File: config.mk
export PLATFORM = sky130hd
export DESIGN_NAME = bcd_dec_adjust
export DESIGN_NICKNAME = d
export VERILOG_FILES = /design/src/rtl/bcd_adj_pkg.sv /design/src/rtl/bcd_lo_stage.sv /design/src/rtl/bcd_hi_stage.sv /design/src/rtl/bcd_flag_gen.sv /design/src/rtl/bcd_dec_adjust.sv
export SDC_FILE = /design/constraint.sdc
export NUM_CORES = 1
export LEC_CHECK = 0
export ABC_CLOCK_PERIOD_IN_PS = 2240
export BUFFER_PORTS_ARGS = -buffer_cell sky130_fd_sc_hd__buf_2
export CORE_MARGIN = 2
export CORE_UTILIZATION = 53
export CTS_BUF_LIST = sky130_fd_sc_hd__clkbuf_16
export CTS_CLUSTER_DIAMETER = 60
export DETAILED_ROUTE_END_ITERATION = 12
export HOLD_SLACK_MARGIN = 0.08
export PLACE_DENSITY = 0.8
export SKIP_LAST_GASP = 1
export SLEW_MARGIN = 20
export SYNTH_ARGS = -nofsm -noshare
export SYNTH_HDL_FRONTEND = slang
export SYNTH_SLANG_ARGS = --single-unit
File: constraint.sdc
create_clock -name clk -period 2.24 [get_ports clk]
set_clock_uncertainty 0.2 [all_clocks]
set_input_delay 0.448 -clock clk [delete_from_list [all_inputs] [get_ports clk]]
set_output_delay 0.448 -clock clk [all_outputs]
set_load 0.005 [all_outputs]
File: src/rtl/bcd_adj_pkg.sv
package bcd_adj_pkg;
  localparam int unsigned DATA_W = 8;
  localparam int unsigned NIB_W  = DATA_W / 2;

  typedef logic [DATA_W-1:0] byte_t;
  typedef logic [NIB_W-1:0]  nib_t;

  localparam nib_t  DIGIT_MAX = nib_t'(9);
  localparam byte_t LO_STEP   = byte_t'(8'h06);
  localparam byte_t HI_STEP   = byte_t'(8'h60);
  localparam byte_t HI_LIMIT  = byte_t'(8'h99);
  localparam byte_t ADD_CY_TH = byte_t'(8'hF9);
  localparam byte_t SUB_BR_TH = byte_t'(8'h06);

  typedef struct packed {
    logic cf;
    logic af;
    logic sf;
    logic zf;
    logic pf;
    logic of;
  } flags_t;
endpackage

File: src/rtl/bcd_lo_stage.sv
module bcd_lo_stage
  import bcd_adj_pkg::*;
(
  input  byte_t raw_i,
  input  logic  sub_i,
  input  logic  cf_i,
  input  logic  af_i,
  output byte_t mid_o,
  output logic  fire_o,
  output logic  prov_cf_o
);
  logic  nib_big;
  logic  edge_hit;
  byte_t stepped;

  always_comb begin
    nib_big  = (raw_i[NIB_W-1:0] > DIGIT_MAX);
    fire_o   = nib_big | af_i;
    edge_hit = sub_i ? (raw_i < SUB_BR_TH) : (raw_i > ADD_CY_TH);
    stepped  = sub_i ? (raw_i - LO_STEP) : (raw_i + LO_STEP);
    mid_o     = fire_o ? stepped : raw_i;
    prov_cf_o = fire_o & (edge_hit | cf_i);
  end

  // without a correction the byte must pass through unchanged
  always_comb begin
    if (!fire_o) begin
      assert_lo_pass_R5: assert (mid_o == raw_i);
    end
  end
endmodule

File: src/rtl/bcd_hi_stage.sv
module bcd_hi_stage
  import bcd_adj_pkg::*;
(
  input  byte_t raw_i,
  input  byte_t mid_i,
  input  logic  sub_i,
  input  logic  cf_i,
  input  logic  prov_cf_i,
  output byte_t fin_o,
  output logic  cf_o
);
  logic fire;

  always_comb begin
    fire  = (raw_i > HI_LIMIT) | cf_i;
    fin_o = fire ? (sub_i ? (mid_i - HI_STEP) : (mid_i + HI_STEP)) : mid_i;
    cf_o  = fire | prov_cf_i;
  end

  // an incoming carry always yields an outgoing carry
  always_comb begin
    if (cf_i) begin
      assert_hi_carry_R4: assert (cf_o);
    end
  end
endmodule

File: src/rtl/bcd_flag_gen.sv
module bcd_flag_gen
  import bcd_adj_pkg::*;
(
  input  byte_t  fin_i,
  input  logic   cf_i,
  input  logic   af_i,
  output flags_t flags_o
);
  always_comb begin
    flags_o.cf = cf_i;
    flags_o.af = af_i;
    flags_o.sf = fin_i[DATA_W-1];
    flags_o.zf = (fin_i == '0);
    flags_o.pf = ~(^fin_i);
    flags_o.of = 1'b0;
  end
endmodule

File: src/rtl/bcd_dec_adjust.sv
module bcd_dec_adjust
  import bcd_adj_pkg::*;
#(
  parameter bit REG_OUT = 1'b1
) (
  input  logic       clk,
  input  logic       rst_n,
  input  logic [7:0] byte_i,
  input  logic       sub_i,
  input  logic       cf_i,
  input  logic       af_i,
  output logic [7:0] byte_o,
  output logic       cf_o,
  output logic       af_o,
  output logic       sf_o,
  output logic       zf_o,
  output logic       pf_o,
  output logic       of_o
);
  byte_t  mid;
  logic   lo_fire;
  logic   prov_cf;
  byte_t  fin;
  logic   fin_cf;
  flags_t flg_nxt;

  bcd_lo_stage u_lo (
    .raw_i     (byte_i),
    .sub_i     (sub_i),
    .cf_i      (cf_i),
    .af_i      (af_i),
    .mid_o     (mid),
    .fire_o    (lo_fire),
    .prov_cf_o (prov_cf)
  );

  bcd_hi_stage u_hi (
    .raw_i     (byte_i),
    .mid_i     (mid),
    .sub_i     (sub_i),
    .cf_i      (cf_i),
    .prov_cf_i (prov_cf),
    .fin_o     (fin),
    .cf_o      (fin_cf)
  );

  bcd_flag_gen u_flg (
    .fin_i   (fin),
    .cf_i    (fin_cf),
    .af_i    (lo_fire),
    .flags_o (flg_nxt)
  );

  byte_t  byte_q;
  flags_t flg_q;

  generate
    if (REG_OUT) begin : g_reg
      byte_t  byte_d;
      flags_t flg_d;

      always_comb begin
        byte_d = fin;
        flg_d  = flg_nxt;
      end

      always_ff @(posedge clk or negedge rst_n) begin
        if (!rst_n) begin
          byte_q <= '0;
          flg_q  <= '0;
        end else begin
          byte_q <= byte_d;
          flg_q  <= flg_d;
        end
      end
    end else begin : g_comb
      always_comb begin
        byte_q = fin;
        flg_q  = flg_nxt;
      end
    end
  endgenerate

  always_comb begin
    byte_o = byte_q;
    cf_o   = flg_q.cf;
    af_o   = flg_q.af;
    sf_o   = flg_q.sf;
    zf_o   = flg_q.zf;
    pf_o   = flg_q.pf;
    of_o   = flg_q.of;
  end

  // Checks relating ports over time; primed after the first sampled cycle
  logic primed_q;
  always_ff @(posedge clk or negedge rst_n) begin
    if (!rst_n) primed_q <= 1'b0;
    else        primed_q <= 1'b1;
  end

  assert_of_clear_R8: assert property (@(posedge clk) disable iff (!rst_n)
    primed_q |-> !of_o);

  assert_sign_R6: assert property (@(posedge clk) disable iff (!rst_n)
    primed_q |-> (sf_o == byte_o[7]));

  assert_parity_R7: assert property (@(posedge clk) disable iff (!rst_n)
    primed_q |-> (pf_o == ~(^byte_o)));

  generate
    if (REG_OUT) begin : g_tchk
      assert_af_follow_R1: assert property (@(posedge clk) disable iff (!rst_n)
        (primed_q && af_i) |=> af_o);

      assert_cf_follow_R4: assert property (@(posedge clk) disable iff (!rst_n)
        (primed_q && cf_i) |=> cf_o);

      assert_no_adjust_R5: assert property (@(posedge clk) disable iff (!rst_n)
        (primed_q && !cf_i && !af_i && (byte_i[3:0] <= 4'd9) && (byte_i <= 8'h99))
        |=> (byte_o == $past(byte_i)) && !cf_o && !af_o);

      assert_reg_latency_R9: assert property (@(posedge clk) disable iff (!rst_n)
        (primed_q && $stable(byte_i) && $stable(sub_i) && $stable(cf_i) && $stable(af_i))
        |=> $stable(byte_o));
    end
  endgenerate
endmodule

### After elaboration in Yosys (flattened, before gate mapping)

Cells that the tools add are included.

* flip-flop bits (word level): 13
* logic and storage cells: 27

* add/sub/neg operators: 4
* magnitude comparators: 4
* mux-type cells: 5
* bitwise logic cells: 6
* reductions and logical operators: 2

Operators with widths (count)
* 8-bit two-way mux: 4
* 8-bit > comparator, second input constant: 2
* 8-bit by 3-bit adder with 8-bit output, second input constant: 1
* 8-bit by 7-bit adder with 8-bit output, second input constant: 1
* 8-bit logical NOT: 1
* 8-bit by 3-bit less-than comparator with 1-bit output, second input constant: 1
* 8-bit parity: 1
* 8-bit by 3-bit subtractor with 8-bit output, second input constant: 1
* 8-bit by 7-bit subtractor with 8-bit output, second input constant: 1
* 4-bit > comparator, second input constant: 1
* 1-bit OR: 4
* 1-bit bitwise AND: 1
* 1-bit two-way mux: 1
* 1-bit inverter: 1

### Logic depth before layout (Yosys ltp)

Gate-level depths: netlist (run 1).

* word-level depth: 8
* gate-level depth with buffers: 15

### Hierarchy

From an unflattened synthesis (run 1), not the netlist that was laid out.

* cell total of the unflattened synthesis: 102
* area total of the unflattened synthesis: 980.9 µm²

By module, submodules not included
* bcd_dec_adjust: instances 1, cells an instance 14, area an instance 350.3 µm², sequential area each 350.3 µm²
* bcd_lo_stage: instances 1, cells an instance 40, area an instance 277.8 µm², sequential area each 0.0 µm²
* bcd_hi_stage: instances 1, cells an instance 27, area an instance 203.9 µm², sequential area each 0.0 µm²
* bcd_flag_gen: instances 1, cells an instance 21, area an instance 148.9 µm², sequential area each 0.0 µm²

### Worst setup path after synthesis (run 1)

OpenSTA, ideal clock, no wires.

* kind: input to register
* from: in byte_i[1]
* to: reg flg_q (netlist bit pf_o)
* setup time: 0.080 ns
* arrival time: 2.959 ns
* required time: 1.960 ns
* slack: -0.999 ns
* stages: 15
* cell sequence: buf_6 -> o21a_1 -> nor2_2 -> inv_2 -> o21ai_2 -> xor2_2 -> inv_1 -> fa_1 -> xor2_1 -> o21ai_0 -> a22oi_1 -> xnor2_1 -> ha_1 -> xnor2_1 -> xnor2_1

RTL lines
* start: declaration: RTL line bcd_dec_adjust.sv:8 `input logic [7:0] byte_i,`
* end signal: assignment: RTL line bcd_dec_adjust.sv:73 `flg_q <= flg_d;`
* end: declaration: RTL line bcd_dec_adjust.sv:55 `flags_t flg_q;`

==> metrics.csv, run 1 <==
metric,value,unit
Total GRT Usage,24.53,%
starting density of the core,56.73,%
# port buffers,25,
Clk pwr share,34.4,%
clock sinks,12,
post-synthesis xor/xnor area fraction,15.92,%
worst min-delay path class,in -> reg,
run status,"complete, but fails checks",
Placement Setup Slack,-1.035,ns
initial DRC count,24,
post-synthesis cell area,864.6,um2
CORE AREA,0.001524,mm2
Cell Int Power,664.1,uW
Post-Layout Cell Count,152,
Comb power frac,37.2,%
"IR drop worst, VDD",0.0004202,V
initial antenna violation count,0,
fraction of the mapped netlist area in adder cells,11.00,%
post-synthesis area per instance,10.54,um2
Routed WL,2654,um
element type at the critical path start,input pin,
P_sw,243.4,uW
Die ar.,0.001970,mm2
Critical Path RT,2.15,ns
switching fraction of total power,26.82,%
share of power burned in registers,28.4,%
CTS root buffer,clkbuf_16,
post-DR vias/cell,5.592,
global-route wire length before repair,3360,um
Synth Area in Compound Gates,13.89,%
share of layout cells above drive strength 1,59.56,%
ys flop type,dfrtp_1,
area delta synth->final,62.66,%
Pre-antenna DRT Iters,4,
Gate Count Post-Synth,82,
H-tree levels,1,
vias in the first global route,797,
"Hold Vio Cnt, Final",0,
row count,14,
Ports,27,
CTS tree,built,
post-synth top area share,34.73,%
final worst slack,-0.8332,ns
Die Span Y,44.39,um
largest family of logic cells by synthesized area,XOR/XNOR gates,
die width,44.39,um
share of the yosys chip area belonging to registers,34.73,%
crit path kind,in -> reg,
CTS max path bufs,2,
syn_nets,102,
final net count,158,
PD cells,645.3,mW/mm2
DRC,0,
post-route minimum period,3.073,ns
Antenna Cells,0,
dpl hpwl,1363,um
post-synthesis mux area share,4.052,%
post-synthesis simple-gate area fraction,11.14,%
fin util,92.28,%
Worst-path clk slew,0.04,ns
Yosys cell types,37,
async set-reset flop share out of synthesis,100.0,%
Final period util,137.2,%
# placed instances,142,
via count,850,
max-cap violations,0,
Yosys reg bits,12,
Worst setup EP type,register,
Worst Path Max Fanout,3,
CP Data Arrival Time,2.99,ns
Num CTS Buffers,3,
Max Freq,325.4,MHz
violated checks,setup timing,
global route overflow,0,
Post-synth EDFFs,0,
RSZ-0062 raised after global routing,true,
routed len/inst,17.46,um
Slew Limit Fails,0,
largest net degree at the start of global routing,13,
Setup Viol. Count Final,3,
DRT antenna net count,0,
gpl congestion,0.8095,
Yosys Warn Count,0,
top post-synthesis cells by area,"dfrtp_1 (35%), ha_1 (8.7%), xnor2_1 (8.1%)",
Yosys top cell by area,dfrtp_1,
P_leak,0.0007026,uW
-- critical path, cell delays in order --
cell     delay [ns]
buf_6          0.10
buf_4          0.13
o21a_4         0.12
nor2_4         0.15
inv_2          0.07
o21ai_2        0.09
xor2_2         0.17
inv_1          0.09
fa_2           0.36
xor2_2         0.18
o21ai_1        0.12
a22oi_2        0.20
xnor2_1        0.17
ha_2           0.32
xnor2_2        0.13
xnor2_1        0.13
-- what timing repair did --
action,4_1_cts,5_1_grt
hold endpoints to repair,12,0
buffers inserted,5,4
gates resized for setup,17,7
pin swaps,6,9
endpoints found under the setup margin,4,4
hold buffers,1,0
-- layer usage --
metal | share of wire, % | up-vias | global-route usage (%)
li1 | - | 378 | -
met5 | 0 | - | 0
met4 | 6.3 | 0 | 18.79
met2 | 55 | 53 | 47.65
met3 | 5.6 | 17 | 1.633
met1 | 33 | 402 | 23.38
-- path summary, 6_finish.rpt --
check,start,endpoint,slack (ns),cells after the start
setup / recovery,byte_i[3],pf_o$_DFF_PN0_,-0.83,16
hold / removal,byte_i[0],byte_o[0]$_DFF_PN0_,0.14,1
max in group asynchronous,rst_n,byte_o[6]$_DFF_PN0_,1.23,2
min in group asynchronous,rst_n,byte_o[0]$_DFF_PN0_,0.41,2
-- synth_stat cells (all sizes together), types with 2 or more instances --
master  number
nor2b        2
mux2i        2
a211o        2
a21o         2
nor2         2
ha           6
xnor2        8
a21oi        3
nand2        3
inv         10
dfrtp       12
xor2         6
o21ai        3
buf          5
nand4        2
a22oi        2
-- sequential cells by signal, summed over array words and instances (netlist names) --
register and count:
zf_o 1, pf_o 1, af_o 1, cf_o 1
byte_o 8
-- placed cells by master, fill, tap and decap left out, types with 3 or more instances in the layout --
cell / netlist / layout
buf_4: 3 / 31
buf_2: 1 / 21
dfrtp_1: 12 / 12
xnor2_1: 8 / 7
inv_1: 9 / 7
ha_1: 6 / 4
xor2_2: 2 / 3
nand2_1: 3 / 3
xor2_1: 4 / 3
clkbuf_16: 0 / 3
-- stage by stage --
step | TNS (ns) | hold WS, ns | total power [uW] | area (um2)
floorplan | -1.923 | -0.04759 | 427.6 | 903.4
global placement | -2.375 | 0.1198 | 524.0 | 1176
detailed placement | -2.663 | 0.1243 | 534.1 | 1176
CTS | -1.277 | 0.1348 | 869.0 | 1349
global route | -1.995 | 0.1373 | 945.0 | 1406
finish | -1.692 | 0.1378 | 907.5 | 1406
-- power by group through the flow --
stage	Clock [uW]	Sequential, uW	Combinational, uW
after floorplan	0	268	159
after global placement	0	260	264
after detailed placement	0	261	273
after CTS	314	258	296
after global routing	324	261	360
final	312	258	337
-- kinds of logic (layout without fill, tap and decap cells) --
group	Yosys count	after routing
adder cells (fa/ha/maj)	7	7
AO/OA/AOI/OAI	15	15
flip-flops	12	12
buffers and inverters	15	69
other	1	1
XOR/XNOR	14	14
AND/OR/NAND/NOR	15	15
multiplexers	3	3
-- cell type report --
type / instances / area [um2]
fill: 54 / 117.6
timing repair buffer: 56 / 399.1
clock buffer: 3 / 75.07
multi-input combinational: 55 / 556.8
tap: 16 / 20.02
sequential: 12 / 300.3
inverter: 10 / 55.05
Note: power is estimated with default switching activity, not from simulation.
==> inputs of run 2 (changes only) <==
ABC_CLOCK_PERIOD_IN_PS = 3900   (was 2240)
CORE_MARGIN = default   (was 2)
clock period = 3.9 ns   (was 2.24 ns; I/O delays follow)
==> metrics.csv, run 2 (synthesis gave the netlist of run 1 again) <==
metric,value,unit
gpl congestion,0.7879,
DRT antenna net count,0,
dpl hpwl,1163,um
Antenna Cells,0,
"Hold Vio Cnt, Final",0,
setup TNS,0,ns
Pre-antenna DRT Iters,4,
die width,42.39,um
Post-CTS Setup Repair Bufs,0,
CP Launch Point,byte_i[1],
post-DR vias/cell,5.161,
run status,"complete, no violations",
largest net degree at the start of global routing,13,
post-route minimum period,3.552,ns
clock sinks,12,
P_leak,0.0005371,uW
Worst Path Max Fanout,8,
Critical Path RT,3.85,ns
worst min-delay path class,in -> async,
"IR drop worst, VDD",0.0002578,V
DRC,0,
starting density of the core,57.39,%
Worst-path clk slew,0.04,ns
Die ar.,0.001797,mm2
global route overflow,0,
Setup Viol. Count Final,0,
initial antenna violation count,0,
element type at the critical path start,input pin,
crit path kind,in -> reg,
max reg flops,8,
CTS tree,built,
share of layout cells above drive strength 1,38.89,%
via count,640,
PD cells,433.2,mW/mm2
Final period util,91.06,%
H-tree levels,1,
placed cell area,985.9,um2
Die Span Y,42.39,um
Ports,27,
CTS root buffer,clkbuf_16,
Total GRT Usage,19.26,%
# port buffers,25,
RSZ-0062 raised after global routing,false,
CORE AREA,0.001506,mm2
Max Freq,281.6,MHz
Worst setup EP type,register,
CP Data Arrival Time,3.50,ns
Final Cell Area,0.001065,mm2
Filler Cells Inserted,119,
global-route wire length before repair,2566,um
initial DRC count,4,
area delta synth->final,23.15,%
# hold bufs at CTS,0,
Num CTS Buffers,3,
max-cap violations,0,
final net count,129,
WHS,0.2041,ns
"commonest non-fill, non-tap cell in the layout",buf_2,
Routed WL,1410,um
# resized after CTS,0,
CTS max path bufs,2,
vias in the first global route,623,
row count,14,
fin util,70.68,%
most frequent cells in the layout,"buf_2 (25), dfrtp_1 (12), inv_1 (9)",
routed len/inst,11.37,um
Slew Limit Fails,0,
## run 2: cell types whose count changed in the layout (fill, tap and decap cells not counted), sizes merged
cell / before / now
buf: 55 / 27
inv: 8 / 10
clkinv: 2 / 1
dlygate4sd3: 1 / 0
## run 2: power by group
part / leakage (uW) / internal [uW] / switching, uW
registers: 0.000141 / 144 / 3.53
clock network: 0.0000385 / 134 / 48.4
logic: 0.000358 / 66.5 / 64.2
total: 0.000537 / 345 / 116
## run 2: cell type report
cell class | count | area [um2] | area share [%]
clock buffers | 3 | 75.07 | 7.051
clock inverters | 1 | 3.754 | 0.3525
inverters | 10 | 37.54 | 3.525
multi-input cells | 55 | 488.0 | 45.83
flip-flops and latches | 12 | 300.3 | 28.20
well taps | 16 | 20.02 | 1.880
repair buffers | 27 | 140.1 | 13.16
## run 2: worst max path at each step
stage	end	depth (start not counted)	slack [ns]
3_5_place_dp	pf_o$_DFF_PN0_	15	0.09
6_report	pf_o$_DFF_PN0_	15	0.35
4_1_cts	pf_o$_DFF_PN0_	15	0.33
3_3_place_gp	pf_o$_DFF_PN0_	15	0.17
5_1_grt	pf_o$_DFF_PN0_	15	0.14
2_1_floorplan	pf_o$_DFF_PN0_	15	0.33
## run 2: layer usage
layer | global-route usage [%] | wire (um)
met5 | 0 | 0
met4 | 9.375 | 0
met2 | 33.85 | 759
met1 | 22.01 | 583
met3 | 3.879 | 67
## run 2: critical path: stages
cell	delay (ns)
buf_2	0.16
o21a_1	0.23
nor2_2	0.20
inv_2	0.10
o21ai_2	0.09
xor2_2	0.16
inv_1	0.07
fa_1	0.37
xor2_1	0.20
o21ai_0	0.11
a22oi_1	0.26
xnor2_1	0.16
ha_1	0.25
xnor2_1	0.20
xnor2_1	0.15
## run 2: through the flow
stage / worst slack [ns] / std cells / total power [uW]
2_1_floorplan: 0.3292 / 82 / 240.5
3_3_place_gp: 0.1730 / 120 / 277.0
3_5_place_dp: 0.09401 / 120 / 282.7
4_1_cts: 0.3342 / 124 / 469.4
5_1_grt: 0.1390 / 124 / 492.3
6_report: 0.3485 / 124 / 461.2
==> inputs of run 3 (changes only) <==
ABC_AREA = 1   (was default)
CORE_UTILIZATION = 54   (was 53)
PLACE_DENSITY = 0.81   (was 0.8)
==> metrics.csv, run 3 <==
metric,value,unit
via count,869,
CP max-delay cell,fa_1,
Pre-antenna DRT Iters,9,
Slew Limit Fails,0,
post-synth top area share,32.00,%
die width,43.69,um
row count,14,
final net count,177,
dpl hpwl,1422,um
worst min-delay path class,in -> async,
global route overflow,0,
Num CTS Buffers,3,
Die ar.,0.001908,mm2
routed len/inst,9.708,um
DRT antenna net count,0,
ys flop type,dfrtp_1,
Post-synth EDFFs,0,
Worst Path Max Fanout,5,
initial antenna violation count,0,
cell mode on critical path,nand2_1,
CTS root buffer,clkbuf_16,
CTS tree,built,
Antenna Cells,0,
"IR drop worst, VDD",0.0001986,V
Routed WL,1660,um
P_leak,0.0006432,uW
Setup Viol. Count Final,0,
CP Data Arrival Time,3.05,ns
Final period util,79.55,%
initial DRC count,22,
Placement Setup Slack,0.5498,ns
Filler Cells Inserted,155,
setup TNS,0,ns
area of the multi-input gates,514.2,um2
# hold bufs at CTS,0,
H-tree levels,1,
share of layout cells above drive strength 1,28.39,%
# port buffers,25,
"delay-heaviest family, CP",adder cells,
CTS max path bufs,2,
element type at the critical path start,input pin,
Yosys Warn Count,0,
syn_nets,152,
global-route wire length before repair,2953,um
area delta synth->final,19.07,%
Critical Path RT,3.85,ns
final worst slack,0.7975,ns
CORE AREA,0.001559,mm2
run status,"complete, but fails checks",
Total GRT Usage,20.70,%
"top cells by count, synth","nand2_1 (37), inv_1 (17), dfrtp_1 (12), nand3_1 (9), nor2_1 (9)",
Yosys reg bits,12,
clock sinks,12,
max reg flops,8,
crit-path cells,buf_2 > inv_2 > ha_1 > nor2_1 > nand2_1 > nand2_1 > nand3_1 > nand2_1 > inv_1 > fa_1 > xor2_1 > nand2_1 > nand2_1 > nand2_1 > ha_1 > xnor2_1 > xnor2_1,
post-synthesis cell area,938.4,um2
Die Span Y,43.69,um
starting density of the core,60.19,%
post-DR vias/cell,5.082,
"Hold Vio Cnt, Final",0,
Bufs and invs on worst path,3,
gpl congestion,0.8610,
async set-reset flop share out of synthesis,100.0,%
Yosys top cell by area,dfrtp_1,
post-route minimum period,3.102,ns
register area,300.3,um2
RSZ-0062 raised after global routing,false,
"commonest non-fill, non-tap cell in the layout",nand2_1,
most common cell in the netlist,nand2_1,
# resized after CTS,0,
Worst setup EP type,register,
max-cap violations,0,
Worst-path clk slew,0.04,ns
DRC,4,
top post-synthesis cells by area,"dfrtp_1 (32%), nand2_1 (15%), ha_1 (8.0%)",
crit path kind,in -> reg,
Post-Layout Cell Count,171,
share of the yosys chip area belonging to registers,32.00,%
Max Freq,322.3,MHz
largest net degree at the start of global routing,13,
Ports,27,
Gate Count Post-Synth,132,
vias in the first global route,753,
PD cells,407.7,mW/mm2
violated checks,DRC,
Post-CTS Setup Repair Bufs,0,
# placed instances,168,
post-synthesis area per instance,7.109,um2
CP peak stage delay,0.37,ns
Yosys cell types,21,
most frequent cells in the layout,"nand2_1 (37), buf_2 (25), inv_1 (17)",
-- run 3: changes by cell type after synthesis, sizes merged, moves of 3 or more --
cell,delta
nand3,+9
nor2,+11
o21ai,+3
inv,+12
nand2,+41
xnor2,-4
-- run 3: cell type report --
type	count	area share (%)
flip-flops and latches	12	26.88
clock buffers	3	6.719
inverters	22	7.391
multi-input cells	93	46.02
well taps	16	1.792
repair buffers	25	11.20
-- run 3: routing by layer --
metal,wire (um),track usage (%)
met3,73,1.250
met2,904,38.81
met1,659,23.42
met4,23,10.00
met5,0,0
-- run 3: final timing paths --
kind / depth (start not counted) / endpoint / startpoint
max: 17 / pf_o$_DFF_PN0_ / byte_i[1]
min in group clk: 1 / byte_o[0]$_DFF_PN0_ / byte_i[0]
max in group asynchronous: 1 / byte_o[6]$_DFF_PN0_ / rst_n
min: 1 / byte_o[2]$_DFF_PN0_ / rst_n
-- run 3: cell families after synthesis --
| family | count (synthesis) | share of synthesized area [%] |
|---|---|---|
| compound gates | 7 | 3.732 |
| buf+inv | 27 | 13.20 |
| simple gates | 70 | 33.06 |
| other cells | 1 | 0.3996 |
| fa+ha+maj | 7 | 10.13 |
| flops | 12 | 32.00 |
| xor+xnor | 8 | 7.466 |
-- run 3: through the flow --
stage	utilization, %	hold WS, ns	total power, uW	cell area (um2)
after floorplan	-	0.2844	244.8	938.4
after global placement	66.85	0.4582	277.7	1042
after detailed placement	66.85	0.4603	282.3	1042
after CTS	71.67	0.2165	460.6	1117
after global routing	71.67	0.2323	485.9	1117
final	71.67	0.2114	455.6	1117
-- run 3: power by group --
group / internal (uW) / switching [uW] / leakage [uW] / total (uW)
combinational: 59.5 / 71.8 / 0.000467 / 131
clock: 133 / 43.4 / 0.0000370 / 176
sequential: 144 / 4.31 / 0.000140 / 148
total: 336 / 120 / 0.000643 / 456
